===== config.mk =====
export PLATFORM = sky130hd
export DESIGN_NAME = mbus_target
export DESIGN_NICKNAME = d
export VERILOG_FILES = /design/src/rtl/mbt_pkg.sv /design/src/rtl/mbt_decode.sv /design/src/rtl/mbt_offset_ctr.sv /design/src/rtl/mbt_phase_fsm.sv /design/src/rtl/mbus_target.sv
export SDC_FILE = /design/constraint.sdc
export NUM_CORES = 1
export LEC_CHECK = 0
export BUFFER_PORTS_ARGS = -buffer_cell sky130_fd_sc_hd__buf_2
export CORE_AREA = 2 2 51 72
export DETAILED_ROUTE_END_ITERATION = 8
export DIE_AREA = 0 0 53 74
export PLACE_DENSITY_LB_ADDON = 0.2
export SYNTH_ARGS = -nofsm -noshare
export SYNTH_HDL_FRONTEND = slang
export SYNTH_HIERARCHICAL = 1
export SYNTH_SLANG_ARGS = --single-unit

===== constraint.sdc =====
create_clock -name clk -period 4.6 [get_ports clk]
set_input_delay 0.69 -clock clk [delete_from_list [all_inputs] [get_ports clk]]
set_output_delay 0.69 -clock clk [all_outputs]
set_load 0.005 [all_outputs]

===== src/rtl/mbt_pkg.sv =====
package mbt_pkg;
  typedef enum logic [1:0] {PH_IDLE, PH_CLAIM, PH_XFER} phase_t;

  localparam logic [3:0] CMD_READ  = 4'b0110;
  localparam logic [3:0] CMD_WRITE = 4'b0111;

  // address lies in the aligned window of 2^wb bytes at base
  function automatic logic in_window(input logic [31:0] a, input logic [31:0] base,
                                     input int unsigned wb);
    return ((a ^ base) >> wb) == 32'd0;
  endfunction

  function automatic logic cmd_served(input logic [3:0] c);
    return (c == CMD_READ) || (c == CMD_WRITE);
  endfunction
endpackage


===== src/rtl/mbt_decode.sv =====
module mbt_decode #(
  parameter logic [31:0] BASE_ADDR = 32'h4000_0000,
  parameter int unsigned WIN_BITS  = 6,
  localparam int unsigned OFF_W    = WIN_BITS - 2
) (
  input  logic [31:0]      ad,
  input  logic [3:0]       cmd,
  output logic             hit,
  output logic             is_write,
  output logic [OFF_W-1:0] first_off
);
  import mbt_pkg::*;
  always_comb begin
    hit       = in_window(ad, BASE_ADDR, WIN_BITS) && cmd_served(cmd);
    is_write  = (cmd == CMD_WRITE);
    first_off = ad[WIN_BITS-1:2];
  end
endmodule


===== src/rtl/mbt_offset_ctr.sv =====
module mbt_offset_ctr #(
  parameter int unsigned OFF_W = 4
) (
  input  logic             clk,
  input  logic             rst_n,
  input  logic             load,
  input  logic [OFF_W-1:0] load_val,
  input  logic             adv,
  output logic [OFF_W-1:0] off
);
  always_ff @(posedge clk or negedge rst_n) begin
    if (!rst_n)    off <= '0;
    else if (load) off <= load_val;
    else if (adv)  off <= off + 1'b1;
  end


  wrap_step_chk: assert property (@(posedge clk) disable iff (!rst_n)
    (adv && !load) |=> off == OFF_W'($past(off) + 1'b1));
endmodule


===== src/rtl/mbt_phase_fsm.sv =====
module mbt_phase_fsm (
  input  logic            clk,
  input  logic            rst_n,
  input  logic            start,
  input  logic            claim,
  input  logic            xfer_done,
  input  logic            frame_n,
  output mbt_pkg::phase_t phase
);
  import mbt_pkg::*;
  phase_t nxt;

  always_comb begin
    nxt = phase;
    unique case (phase)
      PH_IDLE:  if (start && claim) nxt = PH_CLAIM;
      PH_CLAIM: nxt = PH_XFER;
      PH_XFER:  if (xfer_done && frame_n) nxt = PH_IDLE;
      default:  nxt = PH_IDLE;
    endcase
  end

  always_ff @(posedge clk or negedge rst_n) begin
    if (!rst_n) phase <= PH_IDLE;
    else        phase <= nxt;
  end
endmodule


===== src/rtl/mbus_target.sv =====
module mbus_target #(
  parameter logic [31:0] BASE_ADDR = 32'h4000_0000,
  parameter int unsigned WIN_BITS  = 6,
  localparam int unsigned OFF_W    = WIN_BITS - 2
) (
  input  logic             clk,
  input  logic             rst_n,
  input  logic             frame_n,
  input  logic             irdy_n,
  input  logic [3:0]       cbe_n,
  input  logic [31:0]      ad_in,
  output logic [31:0]      ad_out,
  output logic             ad_oe,
  output logic             devsel_n,
  output logic             trdy_n,
  output logic [OFF_W-1:0] loc_addr,
  output logic [31:0]      loc_wdata,
  output logic [3:0]       loc_be,
  output logic             loc_we,
  output logic             loc_re,
  input  logic [31:0]      loc_rdata
);
  import mbt_pkg::*;

  phase_t     phase;
  logic       frame_q, wr_q;
  logic       hit, dec_wr;
  logic [OFF_W-1:0] dec_off;

  // named events for the assertions
  logic start, claim, xfer_done;

  mbt_decode #(.BASE_ADDR(BASE_ADDR), .WIN_BITS(WIN_BITS)) u_dec (
    .ad(ad_in), .cmd(cbe_n), .hit(hit), .is_write(dec_wr), .first_off(dec_off)
  );

  assign start     = (phase == PH_IDLE) && !frame_n && frame_q;
  assign claim     = hit;
  assign xfer_done = (phase == PH_XFER) && !irdy_n;

  mbt_phase_fsm u_fsm (
    .clk(clk), .rst_n(rst_n), .start(start), .claim(claim),
    .xfer_done(xfer_done), .frame_n(frame_n), .phase(phase)
  );

  mbt_offset_ctr #(.OFF_W(OFF_W)) u_ctr (
    .clk(clk), .rst_n(rst_n), .load(start), .load_val(dec_off),
    .adv(xfer_done), .off(loc_addr)
  );

  always_ff @(posedge clk or negedge rst_n) begin
    if (!rst_n) begin
      frame_q <= 1'b1;
      wr_q    <= 1'b0;
    end else begin
      frame_q <= frame_n;
      if (start && claim) wr_q <= dec_wr;
    end
  end

  assign devsel_n  = (phase == PH_IDLE);
  assign trdy_n    = (phase != PH_XFER);
  assign ad_oe     = (phase == PH_XFER) && !wr_q;
  assign ad_out    = loc_rdata;
  assign loc_wdata = ad_in;
  assign loc_be    = ~cbe_n;
  assign loc_we    = xfer_done && wr_q;
  assign loc_re    = xfer_done && !wr_q;


  claim_next_chk: assert property (@(posedge clk) disable iff (!rst_n)
    (start && claim) |=> !devsel_n);

  miss_quiet_chk: assert property (@(posedge clk) disable iff (!rst_n)
    (start && !claim) |=> devsel_n);

  ready_follows_chk: assert property (@(posedge clk) disable iff (!rst_n)
    $fell(devsel_n) |=> !trdy_n);

  strobe_both_chk: assert property (@(posedge clk) disable iff (!rst_n)
    loc_we |-> (!irdy_n && !trdy_n));

  turnaround_chk: assert property (@(posedge clk) disable iff (!rst_n)
    $fell(devsel_n) |-> (!ad_oe && trdy_n));

  drive_ready_chk: assert property (@(posedge clk) disable iff (!rst_n)
    ad_oe |-> !trdy_n);

  burst_step_chk: assert property (@(posedge clk) disable iff (!rst_n)
    (xfer_done && !frame_n) |=> loc_addr == OFF_W'($past(loc_addr) + 1'b1));

  release_chk: assert property (@(posedge clk) disable iff (!rst_n)
    (xfer_done && frame_n) |=> (devsel_n && trdy_n));
endmodule


==> results_dict.tcl <==
set metrics [dict create \
    setup-tns-final_ns 0 \
    cts_hold_buf 0 \
    num_antenna_cells 0 \
    initial_core_util_pct 31.2 \
    clkTransAtPathRegs_ns 0.04 \
    via_per_inst 4.42 \
    r2r-end "u_ctr/off[3]" \
    synth-xor-area-share_pct 2.57 \
    synth-simple-area-share_pct 18.2 \
    ff2ff_path_depth 5 \
    cp.required_ns 3.91 \
    core_area_sq_mm 0.00328 \
    clock_sinks 8 \
    synth_seq_area_share_pct 19.7 \
    layout_common_cells "80 x buf_2, 7 x dfrtp_1, 6 x nand2_1" \
    dieArea_sq_mm 0.00392 \
    insertion_delay_ns 0.23 \
    track_usage_pct 11.5 \
    end_kind "primary output" \
    p_switching_mw 0.0583 \
    hold_slack_ns 0.297 \
    fin_skew_ns 0.00587 \
    cts_max_path_buffers 2 \
    slew_headroom_pct 63.7 \
    chipWidth_microns 53 \
    start_kind "flip-flop" \
    internal_power_mw 0.168 \
    setup_viol 0 \
    grt-ovfl-total 0 \
    fp-row-count 25 \
    portBuffers 80 \
    cp_max_fo 6 \
    areaGrowthSynthToFinish_pct -1.47 \
    grt_pass1_wl_microns 3310 \
    crit_type "flip-flop to primary output" \
    numCtsBuffers 3 \
    synthCells 119 \
    cap_violations 0 \
    drt-initial-drc-count 8 \
    fmax_mhz 448 \
    first_pass_iters 2 \
    ys_ff_latch 8 \
    nets 209 \
    p_sw_share_pct 25.8 \
    hold_violations 0 \
    r2r_slack_ns 2.88 \
    synth-edff-count 0 \
    synth.area.top_cells "buf_4 50%, dfrtp_1 17%, dfstp_2 2.6%" \
    power.leakage_nw 0.552 \
    pre_cts_ws_ns 2.46 \
    synth_area_per_cell_sq_um 8.60 \
    root_buffer "clkbuf_8" \
    synth_top_family_by_area "buffers and inverters" \
    status "complete, no violations" \
    r2r-start "u_fsm/phase[0]" \
    cp_data_arrival_time_ns 1.54 \
    sequentialPowerShare_pct 35.9 \
    dr_total_vias 774 \
    route.detailed.drc 0 \
    htreeDepth 1 \
    synth_mux_area_share_pct 4.52 \
    grt_antenna_before_repair 0 \
    cts_tree "done" \
    peakVddDrop_mv 0.0953 \
    drt-total-wl_microns 2320 \
    cts_setup_buffers 0 \
    ys.warnings.count 6 \
    synth_fa_ha_area_share_pct 1.22 \
    netlist_area_sq_mm 0.00102 \
    p_per_area_mw_per_mm2 224 \
    fin_ws_ns 2.37 \
    yosys.area.top_type "buf_4" \
    fin_crit_ns 2.23 \
    synth_top_area_share_pct 49.9 \
    grt_pass1_vias 736 \
    place.gp.congestion 0.621 \
    hold_path_class "input port to async pin" \
    period_share_pct 48.6 \
    ant_nets 0 \
    synth_cell_type_count 27 \
    wl_per_cell_microns 13.3 \
    worst_pin_slew_ns 0.542 \
    die_h_microns 74 \
    drive_gt1_share_pct 68.1 \
    syn_nets 192 \
    grt_max_degree 10 \
    synth-main-ff-cell "dfrtp_1" \
    slew_violations 0 \
    cts_resized 0 \
    clkPwrFrac_pct 39.0 \
    synth_compound_area_share_pct 2.44 \
    pin_count 149 \
    pwr-share-comb_pct 25.1 \
    async_flop_share_pct 100 \
    rsz0062_at_grt "false" \
    layout_commonest_cell "buf_2" \
]
[flip-flops by register name (all words and copies together) (netlist names)]
register	flops
u_ctr/off	4
u_fsm/phase	2
frame_q	1
wr_q	1
[stage by stage]
stage | cell area (sq um) | total power [mW] | util [%] | instances
after floorplan | 1020 | 0.141 | - | 119
after global placement | 963 | 0.139 | 29.3 | 171
after global routing | 1010 | 0.241 | 30.7 | 175
after detailed placement | 963 | 0.140 | 29.3 | 171
after CTS | 1010 | 0.232 | 30.7 | 175
final | 1010 | 0.226 | 30.7 | 175
[logic make-up (layout without fill, tap and decap cells)]
family / Yosys count / count (layout)
buf+inv: 72 / 88
simple gates: 27 / 27
flops: 8 / 8
compound gates: 4 / 4
mux: 4 / 4
xor+xnor: 3 / 3
fa+ha+maj: 1 / 1
[cell type report]
class	instances	area, sq um
repair buffers	80	400
multi-input cells	39	297
clock buffers	4	45.0
fillers	379	2280
flip-flops and latches	8	201
inverters	4	15.0
well taps	40	50.0
[synth_stat cells (2+ instances only)]
| cell type | count |
|---|---|
| dfrtp_1 | 7 |
| xnor2_1 | 2 |
| nor2_1 | 4 |
| inv_1 | 4 |
| nor3_1 | 2 |
| nand2_1 | 6 |
| buf_4 | 68 |
| o21ai_0 | 3 |
| mux2i_1 | 2 |
| nor4_1 | 4 |
[power groups by stage]
stage	Clock (mW)	Combinational [mW]	Sequential, mW
2_1_floorplan	0	0.0590	0.0822
5_1_grt	0.0950	0.0640	0.0816
6_report	0.0880	0.0567	0.0812
4_1_cts	0.0920	0.0583	0.0813
3_5_place_dp	0	0.0581	0.0823
3_3_place_gp	0	0.0574	0.0819
[routing by layer]
layer	track usage, %	part of all wire, %	vias up
li1	-	-	354
met1	11.2	32	329
met4	6.27	3.1	0
met2	19.7	51	76
met3	5.42	14	15
met5	0	0	-
[worst max-delay path by stage]
| stage | from | to | slack [ns] | depth (start not counted) |
|---|---|---|---|---|
| 2_1_floorplan | irdy_n | loc_we | 2.72 | 2 |
| 3_3_place_gp | irdy_n | loc_we | 2.48 | 4 |
| 3_5_place_dp | irdy_n | loc_we | 2.46 | 4 |
| 4_1_cts | u_fsm/phase[0] | loc_we | 2.35 | 4 |
| 5_1_grt | u_fsm/phase[0] | loc_we | 2.25 | 4 |
| 6_report | u_fsm/phase[0] | loc_we | 2.37 | 4 |
[critical path: stages (launching register included)]
cell,delay [ns]
dfrtp_1,0.43
nand2b_2,0.23
nor2_1,0.36
and2_1,0.19
buf_2,0.10
Power figures use the tool's default switching activity.
